### config.mk
export PLATFORM = sky130hd
export DESIGN_NAME = pwm_ds_dac
export DESIGN_NICKNAME = d
export VERILOG_FILES = /design/src/rtl/pwm_ds_pkg.sv /design/src/rtl/pwm_ds_period_ctr.sv /design/src/rtl/pwm_ds_channel.sv /design/src/rtl/pwm_ds_dac.sv
export SDC_FILE = /design/constraint.sdc
export NUM_CORES = 1
export LEC_CHECK = 0
export BUFFER_PORTS_ARGS = -buffer_cell sky130_fd_sc_hd__buf_4
export CAP_MARGIN = 15
export CORE_UTILIZATION = 45
export DETAILED_ROUTE_END_ITERATION = 6
export PLACE_DENSITY = 0.62
export SLEW_MARGIN = 0
export SYNTH_ARGS = -nofsm -noshare
export SYNTH_HDL_FRONTEND = slang
export SYNTH_HIERARCHICAL = 1
export SYNTH_SLANG_ARGS = --single-unit
### constraint.sdc
create_clock -name clk_i -period 3.2 [get_ports clk_i]
set_input_delay 0.64 -clock clk_i [delete_from_list [all_inputs] [get_ports clk_i]]
set_output_delay 0.64 -clock clk_i [all_outputs]
set_load 0.03 [all_outputs]
### src/rtl/pwm_ds_pkg.sv
package pwm_ds_pkg;
  // Width of a channel select; never below one bit.
  function automatic int sel_bits(input int n);
    return (n > 1) ? $clog2(n) : 1;
  endfunction
endpackage

### src/rtl/pwm_ds_period_ctr.sv
module pwm_ds_period_ctr #(
  parameter int COARSE_W = 14
) (
  input  logic                clk,
  input  logic                rst,
  output logic [COARSE_W-1:0] cnt,
  output logic                wrap
);
  logic [COARSE_W-1:0] cnt_q;

  always_ff @(posedge clk) begin
    if (rst) cnt_q <= '0;
    else     cnt_q <= cnt_q + 1'b1;
  end

  assign cnt  = cnt_q;
  assign wrap = (cnt_q == {COARSE_W{1'b1}});
endmodule

### src/rtl/pwm_ds_channel.sv
module pwm_ds_channel #(
  parameter int COARSE_W = 14,
  parameter int FRAC_W   = 8,
  localparam int CODE_W  = COARSE_W + FRAC_W
) (
  input  logic                clk,
  input  logic                rst,
  input  logic                wr_en,
  input  logic [CODE_W-1:0]   wr_code,
  input  logic [COARSE_W-1:0] cnt,
  input  logic                wrap,
  output logic                pwm,
  output logic [COARSE_W:0]   width
);
  logic [CODE_W-1:0]   hold_q;
  logic [FRAC_W-1:0]   res_q;
  logic [COARSE_W:0]   width_q;
  logic                pwm_q;
  logic [FRAC_W:0]     acc_sum;
  logic [COARSE_W:0]   width_nxt;

  // First-order error accumulator: carry lengthens the next period by one.
  always_comb begin
    acc_sum   = {1'b0, res_q} + {1'b0, hold_q[FRAC_W-1:0]};
    width_nxt = {1'b0, hold_q[CODE_W-1:FRAC_W]} + {{COARSE_W{1'b0}}, acc_sum[FRAC_W]};
  end

  always_ff @(posedge clk) begin
    if (rst) begin
      hold_q  <= '0;
      res_q   <= '0;
      width_q <= '0;
      pwm_q   <= 1'b0;
    end else begin
      if (wr_en) hold_q <= wr_code;
      if (wrap) begin
        res_q   <= acc_sum[FRAC_W-1:0];
        width_q <= width_nxt;
      end
      pwm_q <= ({1'b0, cnt} < width_q);
    end
  end

  assign pwm   = pwm_q;
  assign width = width_q;
endmodule

### src/rtl/pwm_ds_dac.sv
module pwm_ds_dac
  import pwm_ds_pkg::*;
#(
  parameter int NCH      = 10,
  parameter int COARSE_W = 14,
  parameter int FRAC_W   = 8,
  localparam int CODE_W  = COARSE_W + FRAC_W,
  localparam int SEL_W   = sel_bits(NCH),
  localparam int WID_W   = COARSE_W + 1
) (
  input  logic              clk_i,
  input  logic              rst_i,
  input  logic              wr_en_i,
  input  logic [SEL_W-1:0]  wr_sel_i,
  input  logic [CODE_W-1:0] wr_code_i,
  output logic [NCH-1:0]    pwm_o
);
  logic [COARSE_W-1:0]  cnt_q;
  logic                 wrap_w;
  logic [NCH*WID_W-1:0] width_flat;

  pwm_ds_period_ctr #(.COARSE_W(COARSE_W)) u_ctr (
    .clk  (clk_i),
    .rst  (rst_i),
    .cnt  (cnt_q),
    .wrap (wrap_w)
  );

  for (genvar g = 0; g < NCH; g++) begin : g_ch
    logic sel_hit;
    assign sel_hit = wr_en_i && (wr_sel_i == SEL_W'(g));

    pwm_ds_channel #(.COARSE_W(COARSE_W), .FRAC_W(FRAC_W)) u_ch (
      .clk     (clk_i),
      .rst     (rst_i),
      .wr_en   (sel_hit),
      .wr_code (wr_code_i),
      .cnt     (cnt_q),
      .wrap    (wrap_w),
      .pwm     (pwm_o[g]),
      .width   (width_flat[g*WID_W +: WID_W])
    );
  end
endmodule

### Yosys cells after proc, flatten, opt, wreduce, memory -nomap -nowiden

Index checks and enable logic that the tools add are counted.

* bits in registers: 474
* input bits: 29
* output and inout port bits: 10
* logic and storage cells: 93

* add/subtract/negate cells: 21
* order comparisons: 10
* equal/unequal tests: 10
* reductions and logical operators: 11

Operator list (number)
* 14-bit by 1-bit adder with 15-bit output: 10
* 14-bit by 15-bit less-than comparator with 1-bit output: 10
* 8-bit by 8-bit adder with 9-bit output: 10
* 4-bit by 3-bit == test with 1-bit output, second input constant: 4
* 14-bit by 1-bit adder with 14-bit output, second input constant: 1
* 14-bit == test, second input constant: 1
* 1-bit logical AND: 10
* 4-bit by 2-bit == test with 1-bit output, second input constant: 2
* 4-bit == test, second input constant: 2
* 4-bit by 1-bit == test with 1-bit output, second input constant: 1
* 4-bit zero test: 1

### Depth between registers and ports, before layout

* depth in word-level cells: 2
* gate-level depth with buffers: 14
* mapped depth without buffers: 14

### By module

Netlist, hierarchy kept.

Modules (own cells, without submodules)
* pwm_ds_channel at g_ch[2].u_ch ...: times used 7, cells each 276, area each 2499.9 um^2, sequential area each 920.9 um^2
* pwm_ds_channel at g_ch[0].u_ch ...: times used 3, cells each 269, area each 2503.7 um^2, sequential area each 920.9 um^2
* pwm_ds_period_ctr: times used 1, cells each 69, area each 628.1 um^2, sequential area each 280.3 um^2
* pwm_ds_dac: times used 1, cells each 16, area each 86.3 um^2, sequential area each 0.0 um^2

### Least setup slack after synthesis

Ideal clock, no wire load.

* path type: register to register
* from: register g_ch[0].u_ch.hold_q[0]
* to: register g_ch[0].u_ch.width_q[8]
* library setup time: 0.086 ns
* arrival: 2.719 ns
* required time: 3.114 ns
* path slack: 0.396 ns
* stages on the path, launching flop included: 15
* path buffers: 0
* period minus slack after synthesis: 2.804 ns
* cell sequence: dfxtp_1 ha_1 fa_1 a21o_1 a211oi_1 nor2_1 o211ai_1 nand2_1 ha_1 ha_1 nand3_1 nor2_1 and3_1 xnor2_1 a211oi_1

* cells in the longest elaborated chain, start to end: 2

RTL lines
* start, declared: line pwm_ds_channel.sv:15 `logic [CODE_W-1:0] hold_q;`
* start signal, assigned: line pwm_ds_channel.sv:35 `if (wr_en) hold_q <= wr_code;`
* 8-bit by 8-bit adder with 9-bit output: line pwm_ds_channel.sv:24 `acc_sum = {1'b0, res_q} + {1'b0, hold_q[FRAC_W-1:0]};`
* 14-bit by 1-bit adder with 15-bit output: line pwm_ds_channel.sv:25 `width_nxt = {1'b0, hold_q[CODE_W-1:FRAC_W]} + {{COARSE_W{1'b0}}, acc_sum[FRAC_W]};`
* end signal, assigned: line pwm_ds_channel.sv:38 `width_q <= width_nxt;`
* end, declared: line pwm_ds_channel.sv:17 `logic [COARSE_W:0] width_q;`

No other way between the ends.
A chain may end at the register's enable or synchronous reset.

### Final worst setup path

* from: register g_ch[1].u_ch.hold_q[0]
* to: register g_ch[1].u_ch.width_q[8]

* cells in the longest elaborated chain, start to end: 2

RTL lines (line)
* start, declared: pwm_ds_channel.sv:15
* start signal, assigned: pwm_ds_channel.sv:35
* 8-bit by 8-bit adder with 9-bit output: pwm_ds_channel.sv:24
* 14-bit by 1-bit adder with 15-bit output: pwm_ds_channel.sv:25
* end signal, assigned: pwm_ds_channel.sv:38
* end, declared: pwm_ds_channel.sv:17

No other way between the ends.

==> impl_metrics.tcl <==
set metrics [dict create \
    num_rows 87 \
    cts_buffers 53 \
    first_iter_violations 1157 \
    highest_attainable_clock_frequency_mhz 327.7 \
    multi_input_comb_area_mm2 0.01508 \
    synth-simple-area-share_pct 18.01 \
    synth_fp_nets 3094 \
    irDropWorstVdd_uv 370.4 \
    synth.area.mux_share_pct 10.69 \
    synth_flop_cell "sky130_fd_sc_hd__dfxtp_1" \
    internal-power_uw 9775 \
    hold_path_depth 2 \
    synth_compound_gate_area_share_pct 13.35 \
    postSynth.asyncResetShare_pct 0 \
    timing_worst_slew_pin_value_ns 0.8108 \
    yosys_warnings 6 \
    synth-seq-cells 474 \
    timing.hold.ws_ns 0.4651 \
    routed-via-count 20470 \
    number_of_synthesized_flops_with_an_enable_pin 0 \
    final-max-slew-violation-count 0 \
    clock_path_buffers 3 \
    root_buffer "sky130_fd_sc_hd__clkbuf_16" \
    clkTransAtPathRegs_ns 0.06 \
    timing.setup.critical_path_class "register to register" \
    synthAdderAreaFrac_pct 12.01 \
    die_h_um 241.1 \
    wl_mm 68.99 \
    final_min_period_over_clock_period_pct 95.37 \
    setup.worst_path.end_class "register" \
    pin_count_of_the_biggest_net_entering_global_routing 74 \
    numClockSinks 474 \
    top_level_ports 39 \
    pwr-share-clk_pct 48.2 \
    post-layout-total-power_uw 12780 \
    ff_latch_area_mm2 0.009489 \
    cts_tree "built" \
    portBuffers 38 \
    required_ns 3.72 \
    yosys-top-cells-area "sky130_fd_sc_hd__dfxtp_1 (37%), sky130_fd_sc_hd__ha_1 (11%), sky130_fd_sc_hd__mux2i_1 (10%), sky130_fd_sc_hd__nor2_1 (6.2%), sky130_fd_sc_hd__a211oi_1 (3.9%)" \
    status "finished, final reports clean" \
    power.switching_uw 3006 \
    first_global_vias 19540 \
    power.share.sequential_pct 46.9 \
    drive_gt1_share_pct 8.670 \
    dp_slack_ns 0.1365 \
    finalHoldViolations 0 \
    area_growth_syn_to_layout_pct 11.39 \
    synthDominantAreaCellType "sky130_fd_sc_hd__dfxtp_1" \
    initial_utilization_pct 45.62 \
    syn-instance-count 2824 \
    count_of_placed_standard_cells_including_taps 3551 \
    routed_wire_length_per_instance_um 18.90 \
    mappedNetlistArea_mm2 0.02572 \
    synth_largest_type_area_fraction_pct 36.89 \
    postCtsHoldBufs 0 \
    synth_top_family_by_area "simple AND/OR/NAND/NOR gates" \
    period_needed_ns 3.052 \
    grt_overflow 0 \
    ctsHtreeMaxLevel 2 \
    finalSetupViolations 0 \
    num-fill-cells 5342 \
    synthDistinctLibCells 63 \
    die-width_um 241.1 \
    fp.coreArea_mm2 0.05639 \
    finalNetCount 3120 \
    combPwrFrac_pct 4.9 \
    routed_via_density 5.606 \
    final.setup_skew_ns 0.01907 \
    grt_pass1_wl_mm 106.9 \
    gr-usage-all-layers_pct 23.65 \
    power_per_standard_cell_area_mw_per_mm2 446.0 \
    power.leakage_uw 0.01077 \
    grt_setup_unrepaired "yes" \
    worst_hold_path_type "input port to register" \
    timing.critical_path.fanout_max 4 \
    drt_pre_antenna_iters 7 \
    fp.dieArea_mm2 0.05813 \
    critPathLaunchType "register" \
    stdcell_count 3651 \
    dp_hpwl_mm 44.53 \
    ant_nets 0 \
    yosysSeqAreaShare_pct 36.89 \
    crit_arrival_ns 3.57 \
    clock_latency_on_the_worst_skew_pair_ns 0.62 \
    worst_case_headroom_to_the_max_slew_limit_pct 45.45 \
    gp_congestion 0.8321 \
    avgSynthCellArea_um2 9.109 \
    p_sw_share_pct 23.52 \
    remaining_drc_errors 0 \
    timing.max_cap.violations 0 \
    antenna_found_initial 0 \
    ff2ff_path_depth 14 \
    insertedDiodeCount 0 \
    synth_xor_xnor_area_share_pct 4.290 \
    setup_slack_ns 0.1480 \
    timing.setup.tns_ns 0 \
]
==> state kept, by name (all words and copies together), names as in the netlist <==
name	flops
g_ch.u_ch/width	150
g_ch.u_ch/res_q	80
g_ch.u_ch/pwm	10
g_ch.u_ch/hold_q	220
u_ctr/cnt	14
==> power groups by stage <==
stage,registers [µW],logic [µW],clock network (µW)
after floorplan,6150,286,0
after global placement,6120,611,0
after detailed placement,6130,624,0
after CTS,6000,625,6300
after global routing,6000,662,6550
final,6000,621,6160
==> synth_stat cells (12+ instances only) <==
cell type / number
sky130_fd_sc_hd__nor3_1: 67
sky130_fd_sc_hd__inv_1: 141
sky130_fd_sc_hd__buf_1: 14
sky130_fd_sc_hd__buf_2: 30
sky130_fd_sc_hd__ha_1: 231
sky130_fd_sc_hd__nand3b_1: 23
sky130_fd_sc_hd__nor2_1: 427
sky130_fd_sc_hd__o21a_1: 35
sky130_fd_sc_hd__nand2b_1: 16
sky130_fd_sc_hd__a211o_1: 21
sky130_fd_sc_hd__nor4_1: 21
sky130_fd_sc_hd__nand4b_1: 17
sky130_fd_sc_hd__nand3_1: 86
sky130_fd_sc_hd__clkinv_1: 14
sky130_fd_sc_hd__a211oi_1: 135
sky130_fd_sc_hd__nand2_1: 117
sky130_fd_sc_hd__a21o_1: 43
sky130_fd_sc_hd__a21oi_1: 111
sky130_fd_sc_hd__xnor2_1: 57
sky130_fd_sc_hd__xor2_1: 69
sky130_fd_sc_hd__o21ai_0: 42
sky130_fd_sc_hd__or3_1: 25
sky130_fd_sc_hd__clkbuf_1: 62
sky130_fd_sc_hd__dfxtp_1: 474
sky130_fd_sc_hd__a31oi_1: 20
sky130_fd_sc_hd__mux2i_1: 269
sky130_fd_sc_hd__and3_1: 12
sky130_fd_sc_hd__nand4_1: 35
sky130_fd_sc_hd__nor2b_1: 13
sky130_fd_sc_hd__a311oi_1: 20
sky130_fd_sc_hd__clkbuf_8: 12
==> cell usage in the layout (no fill, tap or decap), types with 11 or more instances in the layout <==
cell type	count
sky130_fd_sc_hd__a211o_1	21
sky130_fd_sc_hd__nor4_1	21
sky130_fd_sc_hd__inv_1	141
sky130_fd_sc_hd__nand4_1	35
sky130_fd_sc_hd__nand2b_1	16
sky130_fd_sc_hd__clkbuf_8	11
sky130_fd_sc_hd__nand2_1	117
sky130_fd_sc_hd__nand3_1	86
sky130_fd_sc_hd__o21ai_0	40
sky130_fd_sc_hd__nand4b_1	17
sky130_fd_sc_hd__ha_1	229
sky130_fd_sc_hd__buf_4	85
sky130_fd_sc_hd__mux2i_1	269
sky130_fd_sc_hd__dfxtp_1	474
sky130_fd_sc_hd__xor2_1	69
sky130_fd_sc_hd__o21a_1	35
sky130_fd_sc_hd__nor3_1	64
sky130_fd_sc_hd__clkinv_1	14
sky130_fd_sc_hd__clkinv_2	15
sky130_fd_sc_hd__clkbuf_16	55
sky130_fd_sc_hd__xnor2_1	57
sky130_fd_sc_hd__a211oi_1	132
sky130_fd_sc_hd__nor2b_1	13
sky130_fd_sc_hd__a31oi_1	20
sky130_fd_sc_hd__and3_1	12
sky130_fd_sc_hd__nor2_1	420
sky130_fd_sc_hd__nand3b_1	23
sky130_fd_sc_hd__a311oi_1	20
sky130_fd_sc_hd__clkbuf_1	13
sky130_fd_sc_hd__or3_1	25
sky130_fd_sc_hd__a21oi_1	111
sky130_fd_sc_hd__a21o_1	43
==> worst paths after layout <==
path	slack, ns	endpoint	from
hold / removal	0.47	g_ch[8].u_ch/hold_q[4]	rst_i
setup / recovery	0.15	g_ch[1].u_ch/width[8]	g_ch[1].u_ch/hold_q[0]
setup reg to reg	0.15	g_ch[1].u_ch/width[8]	g_ch[1].u_ch/hold_q[0]
hold reg to reg	0.47	g_ch[7].u_ch/res_q[3]	g_ch[7].u_ch/res_q[3]
==> kinds of logic after synthesis <==
logic type                 count (synthesis)
and+or+nand+nor                          938
adders and majority gates                241
DFF                                      474
muxes                                    274
xor gates and xnor gates                 126
buffers and inverters                    277
AOI/OAI and AO/OA                        494
==> repair_timing <==
| action | 4_1_cts | 5_1_grt |
|---|---|---|
| setup buffers | 0 | 0 |
| gates resized for setup | 0 | 11 |
| hold endpoints to repair | 0 | 0 |
| setup endpoints to repair | 0 | 11 |
==> critical path, cell delays in order (launching register included) <==
cell and delay [ns]:
sky130_fd_sc_hd__dfxtp_1 0.31, sky130_fd_sc_hd__ha_1 0.22, sky130_fd_sc_hd__fa_1 0.42, sky130_fd_sc_hd__a21o_1 0.23
sky130_fd_sc_hd__a211oi_2 0.22, sky130_fd_sc_hd__nor2_1 0.10, sky130_fd_sc_hd__o211ai_1 0.16, sky130_fd_sc_hd__nand2_1 0.15
sky130_fd_sc_hd__ha_2 0.23, sky130_fd_sc_hd__ha_1 0.21, sky130_fd_sc_hd__nand3_1 0.11, sky130_fd_sc_hd__nor2_1 0.07
sky130_fd_sc_hd__and3_1 0.20, sky130_fd_sc_hd__xnor2_1 0.12, sky130_fd_sc_hd__a211oi_1 0.21
==> metrics by stage <==
stage / utilization, % / cell area (µm²)
4_1_cts: 50.76 / 28620
5_1_grt: 50.82 / 28650
3_3_place_gp: 47.63 / 26850
2_1_floorplan: - / 25720
3_5_place_dp: 47.63 / 26850
6_report: 50.82 / 28650
==> area by class of cell <==
cell class	instances	share of cell area, %
Clock buffer	79	5.502
Clock inverter	21	0.6594
Inverter	155	2.030
Multi-Input combinational cell	2073	52.62
Sequential cell	474	33.12
Tap cell	756	3.301
Timing Repair Buffer	93	2.768
==> routing by layer <==
layer / up-vias / wire (µm) / part of all wire (%) / track usage (%)
met5: - / 0 / 0 / 0
met4: 0 / 2014 / 2.9 / 7.576
met3: 104 / 2885 / 4.2 / 3.328
met2: 396 / 32370 / 47 / 40.30
met1: 9801 / 31720 / 46 / 30.68
li1: 10170 / - / - / -
Note: power is estimated with default switching activity, not from simulation.
